[config.mk]
export PLATFORM = sky130hd
export DESIGN_NAME = laneLockCtrl
export DESIGN_NICKNAME = d
export VERILOG_FILES = /design/src/rtl/laneLockPkg.sv /design/src/rtl/laneMonitor.sv /design/src/rtl/laneLockDatapath.sv /design/src/rtl/laneLockControl.sv /design/src/rtl/laneLockCtrl.sv
export SDC_FILE = /design/constraint.sdc
export NUM_CORES = 1
export LEC_CHECK = 0
export BUFFER_PORTS_ARGS = -buffer_cell sky130_fd_sc_hd__buf_2
export CAP_MARGIN = 25
export CORE_ASPECT_RATIO = 1.1
export CORE_UTILIZATION = 60
export CTS_CLUSTER_SIZE = 12
export DETAILED_ROUTE_END_ITERATION = 8
export PLACE_DENSITY = 0.91
export SLEW_MARGIN = 20
export SYNTH_ARGS = -nofsm -noshare
export SYNTH_HDL_FRONTEND = slang
export SYNTH_SLANG_ARGS = --single-unit
[constraint.sdc]
create_clock -name clk -period 2.1 [get_ports clk]
set_input_delay 0.105 -clock clk [delete_from_list [all_inputs] [get_ports clk]]
set_output_delay 0.105 -clock clk [all_outputs]
set_load 0.05 [all_outputs]
[src/rtl/laneLockPkg.sv]
package laneLockPkg;

  typedef enum logic [1:0] {
    ST_NO_SYNC = 2'd0,
    ST_ACQ     = 2'd1,
    ST_DESKEW  = 2'd2,
    ST_LOCKED  = 2'd3
  } lockState_t;

  // control -> datapath
  typedef struct packed {
    logic commaLoad;   // entering acquisition: seed comma counters
    logic commaCount;  // in acquisition: accumulate commas
  } ctrlStrobe_t;

  // datapath -> control
  typedef struct packed {
    logic anyComma;
    logic allCommasDone;
    logic anyErr;
    logic anyBurst;
    logic anyRate;
    logic cdrAllUp;
    logic allQual;
  } monFlags_t;

endpackage

[src/rtl/laneMonitor.sv]
module laneMonitor
  import laneLockPkg::*;
#(
  parameter int QUAL_CYCLES  = 32000,
  parameter int COMMA_TARGET = 4,
  parameter int BURST_LIMIT  = 4,
  parameter int BLOCK_LEN    = 16,
  parameter int RATE_LIMIT   = 8
) (
  input  logic        clk,
  input  logic        syncRstN,
  input  logic        comma,
  input  logic        decErr,
  input  logic        cdrLock,
  input  logic        dataValid,
  input  ctrlStrobe_t strobe,
  output logic        commaHit,
  output logic        commaDone,
  output logic        errHit,
  output logic        burstHit,
  output logic        rateHit,
  output logic        cdrQual
);

  localparam int QW = $clog2(QUAL_CYCLES + 1);
  localparam int KW = $clog2(COMMA_TARGET + 1);
  localparam int CW = $clog2(BURST_LIMIT + 1);
  localparam int BW = (BLOCK_LEN > 2) ? $clog2(BLOCK_LEN) : 1;
  localparam int EW = $clog2(BLOCK_LEN + 1);

  localparam logic [QW-1:0] QUAL_MAX   = QW'(QUAL_CYCLES);
  localparam logic [KW-1:0] COMMA_MAX  = KW'(COMMA_TARGET);
  localparam logic [CW-1:0] BURST_MAX  = CW'(BURST_LIMIT);
  localparam logic [CW-1:0] BURST_PRE  = CW'(BURST_LIMIT - 1);
  localparam logic [BW-1:0] BLOCK_LAST = BW'(BLOCK_LEN - 1);
  localparam logic [EW:0]   RATE_MAX   = (EW+1)'(RATE_LIMIT);

  logic [QW-1:0] qualCnt;
  logic [KW-1:0] commaCnt, commaNext;
  logic [CW-1:0] burstCnt;
  logic [BW-1:0] byteIdx;
  logic [EW-1:0] blkErr;
  logic [EW:0]   blkSum;
  logic          blockEnd;

  assign commaHit = dataValid & comma;
  assign errHit   = dataValid & decErr;
  assign cdrQual  = (qualCnt == QUAL_MAX);

  // lock qualification timer
  always_ff @(posedge clk) begin
    if (!syncRstN || !cdrLock) qualCnt <= '0;
    else if (qualCnt != QUAL_MAX) qualCnt <= qualCnt + 1'b1;
  end

  // comma accumulation during acquisition
  always_comb begin
    commaNext = '0;
    if (strobe.commaLoad) begin
      commaNext = commaHit ? KW'(1) : '0;
    end else if (strobe.commaCount) begin
      commaNext = (commaHit && commaCnt < COMMA_MAX) ? commaCnt + 1'b1 : commaCnt;
    end
  end
  assign commaDone = (commaNext >= COMMA_MAX);

  always_ff @(posedge clk) begin
    if (!syncRstN) commaCnt <= '0;
    else           commaCnt <= commaNext;
  end

  // run of consecutive decode errors
  always_ff @(posedge clk) begin
    if (!syncRstN) begin
      burstCnt <= '0;
    end else if (dataValid) begin
      if (!decErr)                    burstCnt <= '0;
      else if (burstCnt != BURST_MAX) burstCnt <= burstCnt + 1'b1;
    end
  end
  assign burstHit = errHit && (burstCnt >= BURST_PRE);

  // fixed-block error density
  assign blockEnd = dataValid && (byteIdx == BLOCK_LAST);
  assign blkSum   = {1'b0, blkErr} + {{EW{1'b0}}, errHit};
  assign rateHit  = blockEnd && (blkSum > RATE_MAX);

  always_ff @(posedge clk) begin
    if (!syncRstN) begin
      byteIdx <= '0;
      blkErr  <= '0;
    end else if (dataValid) begin
      if (byteIdx == BLOCK_LAST) begin
        byteIdx <= '0;
        blkErr  <= '0;
      end else begin
        byteIdx <= byteIdx + 1'b1;
        blkErr  <= blkSum[EW-1:0];
      end
    end
  end

  // qualification is only ever held after a cycle of lock
  a_r2_qual_after_lock: assert property (@(posedge clk) disable iff (!syncRstN)
    cdrQual |-> $past(cdrLock));

  generate
    if (BURST_LIMIT > 1) begin : g_burstChk
      // a clean valid byte breaks the run
      a_r7_clean_breaks_run: assert property (@(posedge clk) disable iff (!syncRstN)
        (dataValid && !decErr) |=> !burstHit);
    end
  endgenerate

endmodule

[src/rtl/laneLockDatapath.sv]
module laneLockDatapath
  import laneLockPkg::*;
#(
  parameter int NUM_LANES    = 4,
  parameter int QUAL_CYCLES  = 32000,
  parameter int COMMA_TARGET = 4,
  parameter int BURST_LIMIT  = 4,
  parameter int BLOCK_LEN    = 16,
  parameter int RATE_LIMIT   = 8
) (
  input  logic                 clk,
  input  logic                 syncRstN,
  input  logic [NUM_LANES-1:0] commaDet,
  input  logic [NUM_LANES-1:0] decErr,
  input  logic [NUM_LANES-1:0] cdrLock,
  input  logic [NUM_LANES-1:0] dataValid,
  input  ctrlStrobe_t          strobe,
  output monFlags_t            flags
);

  logic [NUM_LANES-1:0] commaHit, commaDone, errHit, burstHit, rateHit, cdrQual;

  generate
    for (genvar g = 0; g < NUM_LANES; g++) begin : g_lane
      laneMonitor #(
        .QUAL_CYCLES (QUAL_CYCLES),
        .COMMA_TARGET(COMMA_TARGET),
        .BURST_LIMIT (BURST_LIMIT),
        .BLOCK_LEN   (BLOCK_LEN),
        .RATE_LIMIT  (RATE_LIMIT)
      ) u_mon (
        .clk      (clk),
        .syncRstN (syncRstN),
        .comma    (commaDet[g]),
        .decErr   (decErr[g]),
        .cdrLock  (cdrLock[g]),
        .dataValid(dataValid[g]),
        .strobe   (strobe),
        .commaHit (commaHit[g]),
        .commaDone(commaDone[g]),
        .errHit   (errHit[g]),
        .burstHit (burstHit[g]),
        .rateHit  (rateHit[g]),
        .cdrQual  (cdrQual[g])
      );
    end
  endgenerate

  always_comb begin
    flags.anyComma      = |commaHit;
    flags.allCommasDone = &commaDone;
    flags.anyErr        = |errHit;
    flags.anyBurst      = |burstHit;
    flags.anyRate       = |rateHit;
    flags.cdrAllUp      = &cdrLock;
    flags.allQual       = &cdrQual;
  end

endmodule

[src/rtl/laneLockControl.sv]
module laneLockControl
  import laneLockPkg::*;
#(
  parameter int NUM_LANES = 4
) (
  input  logic                 clk,
  input  logic                 syncRstN,
  input  logic                 chLockEn,
  input  logic [NUM_LANES-1:0] dataValid,
  input  logic [NUM_LANES-1:0] inWindow,
  input  logic [NUM_LANES-1:0] rxErrFlag,
  input  logic [NUM_LANES-1:0] rxEofFlag,
  input  logic [NUM_LANES-1:0] rxKFlag,
  input  monFlags_t            flags,
  output ctrlStrobe_t          strobe,
  output logic [NUM_LANES-1:0] statErr,
  output logic [NUM_LANES-1:0] statEof,
  output logic [NUM_LANES-1:0] statK,
  output logic                 inSync
);

  lockState_t state, stateNext;
  logic forceLoss, anyOutside, allInside, noSync;

  assign forceLoss  = !syncRstN || !chLockEn || !flags.cdrAllUp
                      || flags.anyBurst || flags.anyRate;
  assign anyOutside = |(dataValid & ~inWindow);
  assign allInside  = &(dataValid & inWindow);

  always_comb begin
    stateNext = state;
    strobe    = '0;
    unique case (state)
      ST_NO_SYNC: begin
        if (!forceLoss && flags.allQual && flags.anyComma) begin
          stateNext        = ST_ACQ;
          strobe.commaLoad = 1'b1;
        end
      end
      ST_ACQ: begin
        strobe.commaCount = 1'b1;
        if (flags.anyErr)             stateNext = ST_NO_SYNC;
        else if (flags.allCommasDone) stateNext = ST_DESKEW;
      end
      ST_DESKEW: begin
        if (anyOutside)     stateNext = ST_NO_SYNC;
        else if (allInside) stateNext = ST_LOCKED;
      end
      ST_LOCKED: stateNext = ST_LOCKED;
      default:   stateNext = ST_NO_SYNC;
    endcase
    if (forceLoss) stateNext = ST_NO_SYNC;
  end

  always_ff @(posedge clk) begin
    if (!syncRstN) state <= ST_NO_SYNC;
    else           state <= stateNext;
  end

  assign noSync  = (state == ST_NO_SYNC);
  assign statErr = noSync ? {NUM_LANES{1'b1}} : rxErrFlag;
  assign statEof = noSync ? {NUM_LANES{1'b0}} : rxEofFlag;
  assign statK   = noSync ? {NUM_LANES{1'b1}} : rxKFlag;
  assign inSync  = (state == ST_LOCKED);

  // reset lands in the idle state
  a_r1_reset_idle: assert property (@(posedge clk)
    !syncRstN |=> (state == ST_NO_SYNC));

  // enable or lock loss forces idle
  a_r6_force_idle: assert property (@(posedge clk) disable iff (!syncRstN)
    (!chLockEn || !flags.cdrAllUp) |=> (state == ST_NO_SYNC));

  // no comma, no exit from idle
  a_r3_exit_needs_comma: assert property (@(posedge clk) disable iff (!syncRstN)
    (state == ST_NO_SYNC && !flags.anyComma) |=> (state == ST_NO_SYNC));

  // no exit from idle before qualification
  a_r2_exit_needs_qual: assert property (@(posedge clk) disable iff (!syncRstN)
    (state == ST_NO_SYNC && !flags.allQual) |=> (state == ST_NO_SYNC));

  // a lane outside the window aborts the deskew check
  a_r5_window_abort: assert property (@(posedge clk) disable iff (!syncRstN)
    (state == ST_DESKEW && anyOutside) |=> (state == ST_NO_SYNC));

  // sync rises only after all lanes were valid inside the window
  a_r10_rise_needs_window: assert property (@(posedge clk) disable iff (!syncRstN)
    $rose(inSync) |-> $past(&(dataValid & inWindow)));

endmodule

[src/rtl/laneLockCtrl.sv]
module laneLockCtrl
  import laneLockPkg::*;
#(
  parameter int NUM_LANES    = 4,
  parameter int QUAL_CYCLES  = 32000,
  parameter int COMMA_TARGET = 4,
  parameter int BURST_LIMIT  = 4,
  parameter int BLOCK_LEN    = 16,
  parameter int RATE_LIMIT   = 8
) (
  input  logic                 clk,
  input  logic                 syncRstN,
  input  logic                 chLockEn,
  input  logic [NUM_LANES-1:0] cdrLock,
  input  logic [NUM_LANES-1:0] commaDet,
  input  logic [NUM_LANES-1:0] decErr,
  input  logic [NUM_LANES-1:0] dataValid,
  input  logic [NUM_LANES-1:0] inWindow,
  input  logic [NUM_LANES-1:0] rxErrFlag,
  input  logic [NUM_LANES-1:0] rxEofFlag,
  input  logic [NUM_LANES-1:0] rxKFlag,
  output logic [NUM_LANES-1:0] statErr,
  output logic [NUM_LANES-1:0] statEof,
  output logic [NUM_LANES-1:0] statK,
  output logic                 inSync
);

  ctrlStrobe_t strobe;
  monFlags_t   flags;

  laneLockDatapath #(
    .NUM_LANES   (NUM_LANES),
    .QUAL_CYCLES (QUAL_CYCLES),
    .COMMA_TARGET(COMMA_TARGET),
    .BURST_LIMIT (BURST_LIMIT),
    .BLOCK_LEN   (BLOCK_LEN),
    .RATE_LIMIT  (RATE_LIMIT)
  ) u_dp (
    .clk      (clk),
    .syncRstN (syncRstN),
    .commaDet (commaDet),
    .decErr   (decErr),
    .cdrLock  (cdrLock),
    .dataValid(dataValid),
    .strobe   (strobe),
    .flags    (flags)
  );

  laneLockControl #(
    .NUM_LANES(NUM_LANES)
  ) u_ctl (
    .clk      (clk),
    .syncRstN (syncRstN),
    .chLockEn (chLockEn),
    .dataValid(dataValid),
    .inWindow (inWindow),
    .rxErrFlag(rxErrFlag),
    .rxEofFlag(rxEofFlag),
    .rxKFlag  (rxKFlag),
    .flags    (flags),
    .strobe   (strobe),
    .statErr  (statErr),
    .statEof  (statEof),
    .statK    (statK),
    .inSync   (inSync)
  );

endmodule

==> results.toml <==
[outcome]
status = "complete, but fails checks"
violations = "negative setup slack"

[placed_design]
place_ws_ns = 0.006316
port_buffers = 47
gp_congestion = 0.8437
dpl.hpwl_um = 9281
dp.cells = 939
place_area_um2 = 6822

[finish]
layout_commonest_cell = "dfxtp_1"
drive_gt1_frac = 0.1695
nNetsFinal = 890
postLayoutCoreUtil = 0.7301
multi_input_area_um2 = 3886
syn_to_final_growth_pct = 18.24
layout_common_cells = "120 x dfxtp_1, 75 x nor2_1, 65 x nand2_1"
ff_latch_area_um2 = 2445
fill_cells = 744
final_cell_area_um2 = 7624
stdcell_count = 975
n_antenna_cell = 0

[timing]
fin_worst_skew_ns = 0.005277
max_freq_mhz = 453.3
hold_viol_final = 0
hold-worst-slack_ns = 0.03443
slew_viol_final = 0
setup_violations = 6
finalSetupTns_ns = -0.3148
tightestPinTransition_ns = 0.6236
min_period_over_period = 1.051
setup_ws_ns = -0.1063
fin_crit_ns = 2.206
slew_headroom = 0.5817

[job]
max_cap_violations = 0

[clock_tree]
clk_latency_ns = 0.42
cts_tree = "done"
clk_pin_slew_ns = 0.06
clock-sinks = 122
numCtsBuffers = 17
clock_path_buffers = 2
htree_levels = 4
clockRootBuffer = "clkbuf_16"

[global_routing]
grt_pass1_wl_um = 23640
grt_pass1_vias = 5496
grt_use_total = 0.2664
grt_max_degree = 55
grt-ovfl-total = 0
antenna_found_initial = 0

[yosys]
synth-edff-count = 0
yosys_warnings = 0
ys_seq_area_frac = 0.3788
avgSynthCellArea_um2 = 8.461
synth_ff_type = "dfxtp_1"
synth_seq_cells = 122
synthCells = 762
synth_fp_nets = 833
synthArstFlopShare = 0
synth.distinct_cells = 60
syn-cell-area_um2 = 6447

[floorplanning]
die_h_um = 110.7
row_count = 39
start_util = 0.6174
coreArea_um2 = 10440
top_level_ports = 48
die_w_um = 100.8
dieArea_um2 = 11160

[pwr]
power.internal_mw = 4.488
peakVddDrop_mv = 0.4756
clkPwrFrac = 0.539
power_density_nw_per_um2 = 763.3
p_sw_mw = 1.331
power_frac_seq = 0.409
total_power_mw = 5.819
netSwitchingFraction = 0.2287
p_leak_nw = 2.864
combPwrFrac = 0.051

[routing]
wl_per_cell_um = 15.65
vias = 5857
drtIter0Drc = 502
wirelength_um = 15260
viasPerCell = 6.007
ant_nets = 0
first_pass_iters = 7
drcViolationCount = 0

[worst_hold_path]
hp-class = "input pin to flip-flop"

[setup_path]
cp-end-kind = "flip-flop"
crit_type = "flip-flop to flip-flop"
cp.arrival_ns = 2.52
cp.required_ns = 2.42
crit_path_start_kind = "flip-flop"
critPathMaxFanout = 6
## worst max-delay path: stages, from the launching register on
cell      delay (ns)
dfxtp_1         0.31
ha_1            0.23
ha_2            0.20
inv_1           0.11
a21oi_1         0.08
a211oi_1        0.55
o311ai_4        0.18
buf_12          0.17
o31ai_2         0.27
## cell families after synthesis
group                      after synthesis  synth area share
DFF                                    122            0.3788
and+or+nand+nor                        358            0.2948
xor gates and xnor gates                52           0.07064
buffers and inverters                   56           0.03648
adders and majority gates               36           0.06986
muxes                                   12           0.01863
AOI/OAI and AO/OA                      126            0.1308
## routing by layer
| layer | GRT usage | part of all wire | vias up |
|---|---|---|---|
| li1 | - | - | 2799 |
| met1 | 0.2946 | 0.40 | 2753 |
| met2 | 0.4717 | 0.51 | 235 |
| met3 | 0.05612 | 0.060 | 70 |
| met4 | 0.1401 | 0.032 | 0 |
| met5 | 0 | 0 | - |
## power by group through the flow
stage	Clock [mW]	Sequential, mW	Combinational, mW
final	3.14	2.38	0.299
after global placement	0	2.43	0.270
after detailed placement	0	2.43	0.279
after floorplan	0	2.42	0.194
after CTS	3.15	2.38	0.290
after global routing	3.25	2.39	0.336
## final timing paths
check | startpoint | to | slack (ns) | cells past startpoint
setup / recovery | u_dp.g_lane[0].u_mon.blkErr[0] | u_dp.g_lane[1].u_mon.commaCnt[0] | -0.11 | 8
hold / removal | commaDet[2] | u_dp.g_lane[2].u_mon.commaCnt[2] | 0.03 | 3
setup reg to reg | u_dp.g_lane[0].u_mon.blkErr[0] | u_dp.g_lane[1].u_mon.commaCnt[0] | -0.11 | 8
hold reg to reg | u_dp.g_lane[0].u_mon.blkErr[0] | u_dp.g_lane[0].u_mon.blkErr[0] | 0.49 | 2
## Yosys cell counts, drive strengths merged, types with 25 or more instances
cell type / count / area share
ha: 36 / 0.070
nand4: 25 / 0.024
nor2b: 33 / 0.032
nor2: 76 / 0.044
inv: 34 / 0.020
nand3: 49 / 0.039
dfxtp: 122 / 0.38
o21ai: 26 / 0.020
xor2: 33 / 0.045
nand2: 65 / 0.038
a21oi: 47 / 0.036
## layout make-up
cell class	instances	area share
clock buffer	18	0.05761
clock inverter	14	0.02577
inverter	34	0.01674
multi-input combinational	584	0.5098
sequential	122	0.3207
tap	143	0.02347
timing repair buffer	60	0.04595
## sequential cells by signal, indices dropped and copies added, names as in the netlist
name                        cells
u_dp.g_lane.u_mon.commaCnt     12
u_dp.g_lane.u_mon.byteIdx      16
u_dp.g_lane.u_mon.qualCnt      60
u_ctl.state                     2
u_dp.g_lane.u_mon.burstCnt     12
u_dp.g_lane.u_mon.blkErr       20
## timing repair
| item | CTS | global route |
|---|---|---|
| setup buffers | 0 | 2 |
| resized for setup | 1 | 25 |
| gates cloned | 0 | 0 |
| endpoints found under the setup margin | 3 | 6 |
| pin swaps | 0 | 12 |
| hold buffers | 2 | 0 |
| hold endpoints to repair | 2 | 0 |
No activity file was read; power rests on OpenSTA's default activity.
